$ cat src/rtl/edo_pkg.sv
package edo_pkg;
  typedef enum logic {
    GATE_PASS = 1'b0,
    GATE_HOLD = 1'b1
  } gate_e;

  localparam int unsigned DEF_DATA_W = 8;
  localparam int unsigned DEF_LANE_W = 8;
endpackage

$ cat src/rtl/edo_gate_dec.sv
module edo_gate_dec
  import edo_pkg::*;
(
  input  logic  sel_n,
  input  logic  oe_n,
  input  logic  hold_en,
  input  logic  colstb_n,
  output gate_e gate,
  output logic  access
);
  // The latch holds only when the hold request is high and the strobe is idle.
  // Static column (strobe idle) and page mode (strobe pulsing) share this rule.
  always_comb begin
    gate   = (hold_en && colstb_n) ? GATE_HOLD : GATE_PASS;
    access = !sel_n && !oe_n;
  end
endmodule

$ cat src/rtl/edo_data_hold.sv
module edo_data_hold
  import edo_pkg::*;
#(
  parameter int unsigned DATA_W = DEF_DATA_W,
  parameter int unsigned LANE_W = DEF_LANE_W
) (
  input  logic              clk,
  input  logic              rst_n,
  input  gate_e             gate,
  input  logic              access,
  input  logic              rd_valid,
  input  logic [DATA_W-1:0] rd_data,
  output logic [DATA_W-1:0] dout
);
  localparam int unsigned LANES = DATA_W / LANE_W;

  logic capture;
  assign capture = (gate == GATE_PASS) && access && rd_valid;

  for (genvar g = 0; g < LANES; g++) begin : g_lane
    logic [LANE_W-1:0] lane_q;

    always_ff @(posedge clk or negedge rst_n) begin
      if (!rst_n) begin
        lane_q <= '0;
      end else if (capture) begin
        lane_q <= rd_data[g*LANE_W +: LANE_W];
      end
    end

    assign dout[g*LANE_W +: LANE_W] = lane_q;

    assert_hold_stable_R2: assert property (@(posedge clk) disable iff (!rst_n)
      (gate == GATE_HOLD) |=> $stable(lane_q));

    assert_pass_load_R1: assert property (@(posedge clk) disable iff (!rst_n)
      (gate == GATE_PASS && access && rd_valid) |=>
        (lane_q == $past(rd_data[g*LANE_W +: LANE_W])));

    assert_no_load_idle_R9: assert property (@(posedge clk) disable iff (!rst_n)
      (!access) |=> $stable(lane_q));
  end
endmodule

$ cat src/rtl/edo_drive_ctl.sv
module edo_drive_ctl
  import edo_pkg::*;
(
  input  logic  clk,
  input  logic  rst_n,
  input  logic  sel_n,
  input  logic  oe_n,
  input  gate_e gate,
  output logic  dout_oe
);
  logic hold;
  logic keep_q;
  logic keep_d;

  assign hold = (gate == GATE_HOLD);

  // The kept drive starts from a freeze taken while selected. It lasts while
  // the freeze and the output enable last.
  always_comb begin
    keep_d  = hold && !oe_n && (!sel_n || keep_q);
    dout_oe = !oe_n && (!sel_n || (keep_q && hold));
  end

  always_ff @(posedge clk or negedge rst_n) begin
    if (!rst_n) keep_q <= 1'b0;
    else        keep_q <= keep_d;
  end

  assert_oe_cut_R6: assert property (@(posedge clk) disable iff (!rst_n)
    oe_n |-> !dout_oe);

  assert_sel_drive_R5: assert property (@(posedge clk) disable iff (!rst_n)
    (!sel_n && !oe_n) |-> dout_oe);

  assert_keep_drive_R7: assert property (@(posedge clk) disable iff (!rst_n)
    (!sel_n && !oe_n && hold) ##1 (sel_n && !oe_n && hold) |-> dout_oe);

  assert_open_ends_R8: assert property (@(posedge clk) disable iff (!rst_n)
    (sel_n && !hold) |-> !dout_oe);
endmodule

$ cat src/rtl/edo_out_latch.sv
module edo_out_latch
  import edo_pkg::*;
#(
  parameter int unsigned DATA_W = DEF_DATA_W,
  parameter int unsigned LANE_W = DEF_LANE_W
) (
  input  logic              clk,
  input  logic              rst_n,
  input  logic              sel_n,
  input  logic              oe_n,
  input  logic              hold_en,
  input  logic              colstb_n,
  input  logic              rd_valid,
  output logic              rd_ready,
  input  logic [DATA_W-1:0] rd_data,
  output logic [DATA_W-1:0] dout,
  output logic              dout_oe
);
  gate_e gate;
  logic  access;

  edo_gate_dec u_gate (
    .sel_n    (sel_n),
    .oe_n     (oe_n),
    .hold_en  (hold_en),
    .colstb_n (colstb_n),
    .gate     (gate),
    .access   (access)
  );

  edo_data_hold #(
    .DATA_W (DATA_W),
    .LANE_W (LANE_W)
  ) u_data (
    .clk      (clk),
    .rst_n    (rst_n),
    .gate     (gate),
    .access   (access),
    .rd_valid (rd_valid),
    .rd_data  (rd_data),
    .dout     (dout)
  );

  edo_drive_ctl u_drive (
    .clk     (clk),
    .rst_n   (rst_n),
    .sel_n   (sel_n),
    .oe_n    (oe_n),
    .gate    (gate),
    .dout_oe (dout_oe)
  );

  assign rd_ready = access && (gate == GATE_PASS);

  assert_ready_gate_R4: assert property (@(posedge clk) disable iff (!rst_n)
    (hold_en && colstb_n) |-> !rd_ready);

  assert_ready_sel_R4: assert property (@(posedge clk) disable iff (!rst_n)
    (sel_n || oe_n) |-> !rd_ready);
endmodule

$ cat config.mk
export PLATFORM = sky130hd
export DESIGN_NAME = edo_out_latch
export DESIGN_NICKNAME = d
export VERILOG_FILES = /design/src/rtl/edo_pkg.sv /design/src/rtl/edo_gate_dec.sv /design/src/rtl/edo_data_hold.sv /design/src/rtl/edo_drive_ctl.sv /design/src/rtl/edo_out_latch.sv
export SDC_FILE = /design/constraint.sdc
export NUM_CORES = 1
export LEC_CHECK = 0
export CORE_MARGIN = 10
export CORE_UTILIZATION = 28
export CTS_CLUSTER_DIAMETER = 100
export DETAILED_ROUTE_END_ITERATION = 16
export PLACE_DENSITY = 0.68
export SLEW_MARGIN = 20
export SYNTH_ARGS = -nofsm -noshare
export SYNTH_HDL_FRONTEND = slang
export SYNTH_SLANG_ARGS = --single-unit
$ cat constraint.sdc
create_clock -name clk -period 0.9 [get_ports clk]
set_input_delay 0.09 -clock clk [delete_from_list [all_inputs] [get_ports clk]]
set_output_delay 0.09 -clock clk [all_outputs]
set_load 0.01 [all_outputs]
==> results.py <==
metrics = {
    "global_route": {
        "grt.total_usage_pct": 7.58,
        "grt_max_degree": 10,
        "grt_pass1_wl_mm": 1.85,
        "grt_pass1_vias": 369,
        "antenna_found_initial": 0,
        "grt_overflow": 0,
    },
    "timing": {
        "grt_setup_unrepaired": "yes",
        "hold_viol": 0,
        "layout_setup_ws_ns": -0.140,
        "finClkSkew_ns": 0,
        "slew_headroom_pct": 73.9,
        "maxSlewViolCount": 0,
        "period_needed_ns": 1.04,
        "max_freq_mhz": 962,
        "worst-slew-pin-transition_ns": 0.390,
        "fin_crit_sh_pct": 116,
        "final-setup-viol-count": 1,
        "hold_ws_ns": 0.117,
    },
    "drt": {
        "dr_wl_met3_um": 116,
        "drt-met1-wl_um": 377,
        "top_layer_used": "met3",
        "drt_iter0_markers": 3,
        "wl_met2_um": 703,
        "drc_errors": 0,
        "routed_wl_mm": 1.20,
        "dr_total_vias": 315,
        "vias_per_cell": 4.44,
        "drtAntennaViolNets": 0,
        "dr.pass1.iters": 4,
        "wl_per_cell_um": 16.9,
    },
    "floorplan": {
        "core_mm2": 0.00132,
        "start_util_pct": 29.9,
        "die-area_mm2": 0.00331,
        "ios": 25,
        "fp.dieH_um": 57.5,
        "die_x_um": 57.5,
        "floorplan.rows": 13,
    },
    "layout": {
        "n_antenna_cell": 0,
        "nets": 72,
        "final_core_util_pct": 52.2,
        "fillCellCount": 123,
        "final_common_cell": "buf_2",
        "drive_gt1_share_pct": 64.3,
        "area_delta_synth_final_pct": 74.6,
        "layout_common_cells": "buf_2 (11), clkdlybuf4s50_1 (9), dfrtp_1 (9), mux2_4 (8)",
    },
    "worst_setup_path": {
        "cp_data_arrival_time_ns": 0.95,
        "endpoint_kind": "output pin",
        "crit_type": "register to output pin",
        "cp_data_required_time_ns": 0.81,
        "worst-path-max-fanout": 2,
        "start_kind": "register",
    },
    "synthesis": {
        "synth_cell_types": 7,
        "syn-mean-instance-area_um2": 17.9,
        "syn_nets": 37,
        "synthCells": 22,
        "synth-seq-cells": 9,
        "ys_seq_area_share_pct": 57.1,
        "syn_area_um2": 394,
        "yosysWarnings": 0,
    },
    "placement": {
        "port_buffers": 24,
        "place.gp.congestion": 0.626,
    },
    "clock_network": {
        "clk_pin_slew_ns": 0.06,
        "clock_path_buffers": 2,
        "clock-sinks": 9,
        "cts_tree": "built",
        "insertion_delay_ns": 0.25,
        "htreeDepth": 1,
        "ctsHoldBuffers": 0,
        "cts-root-buf": "clkbuf_4",
        "numCtsBuffers": 3,
    },
    "power_and_ir_drop": {
        "combPwrFrac_pct": 35.7,
        "power.share.sequential_pct": 40.8,
        "p_sw_uw": 343,
        "power_uw": 1310,
        "clockPowerShare_pct": 23.6,
        "powerDensity_mw_per_mm2": 1900,
        "p_int_uw": 963,
        "power_leakage_uw": 0.000352,
        "swShare_pct": 26.2,
        "peakVddDrop_mv": 0.728,
    },
    "outcome": {
        "status": "finished with violations",
        "violations": "negative setup slack",
    },
    "job": {
        "cap_viol_max_count": 0,
    },
    "worst_hold_path": {
        "hold_class": "input port to asynchronous set/reset pin",
    },
}
[logic make-up after synthesis]
family / Yosys count / share of synthesized area, %
simple gates: 3 / 6.03
flops: 9 / 57.1
compound gates: 2 / 6.35
mux: 8 / 30.5
[stage by stage]
step / TNS [ns] / setup WS (ns) / cell area, µm² / instances
after global routing: -0.329 / -0.214 / 688 / 71
after floorplan: -0.733 / -0.0916 / 394 / 22
after global placement: -6.53 / -0.660 / 676 / 64
after CTS: -0.159 / -0.159 / 648 / 69
final: -0.140 / -0.140 / 688 / 71
after detailed placement: -6.92 / -0.677 / 676 / 64
[layer usage]
| layer | up-vias | GRT usage (%) |
|---|---|---|
| met2 | 13 | 13.0 |
| met5 | - | 0 |
| li1 | 146 | - |
| met3 | 0 | 5.09 |
| met1 | 156 | 6.83 |
| met4 | 0 | 3.02 |
[what timing repair did]
item,4_1_cts,5_1_grt
pin swaps,3,1
endpoints found under the setup margin,18,14
setup buffers,1,2
gates resized for setup,57,5
[worst max-delay path: stages, from the launching register on]
cell and delay [ns]:
dfrtp_1 0.35, nand3_2 0.07, a21oi_2 0.13, buf_2 0.14
[layout make-up]
cell class	count	area, µm²	area share (%)
Timing Repair Buffer	30	240	34.9
Multi-Input combinational cell	13	178	25.8
Sequential cell	9	225	32.7
Tap cell	15	18.8	2.73
Clock buffer	4	26.3	3.82
[cell usage after synthesis]
cell type / number / area, µm²
mux2_4: 8 / 120
nand3_1: 1 / 5.00
a21oi_1: 1 / 5.00
nand2_4: 1 / 11.3
and3_2: 1 / 7.51
dfrtp_1: 9 / 225
a211oi_4: 1 / 20.0
[final timing paths]
path	startpoint	to	slack [ns]	cells past startpoint
worst min register to register	u_data.dout[0]$_DFFE_PN0P_	u_data.dout[0]$_DFFE_PN0P_	0.52	1
worst max register to register	u_data.dout[5]$_DFFE_PN0P_	u_data.dout[5]$_DFFE_PN0P_	0.01	2
worst min-delay path	rst_n	u_drive.keep_q$_DFF_PN0_	0.12	1
min in group clk	colstb_n	u_drive.keep_q$_DFF_PN0_	0.16	2
worst max-delay path	u_drive.keep_q$_DFF_PN0_	dout_oe	-0.14	3
max in group asynchronous	rst_n	u_data.dout[2]$_DFFE_PN0P_	0.50	1
[flip-flops by register name, indices dropped and copies added (netlist names)]
register and count:
u_data.dout 8, u_drive.keep_q 1
[power groups by stage]
stage | Combinational (µW) | Clock (µW) | Sequential (µW)
after CTS | 413 | 328 | 524
after global routing | 504 | 346 | 544
after global placement | 473 | 0 | 526
after detailed placement | 483 | 0 | 534
after floorplan | 132 | 0 | 568
final | 466 | 308 | 532
Note: power is estimated with default switching activity, not from simulation.
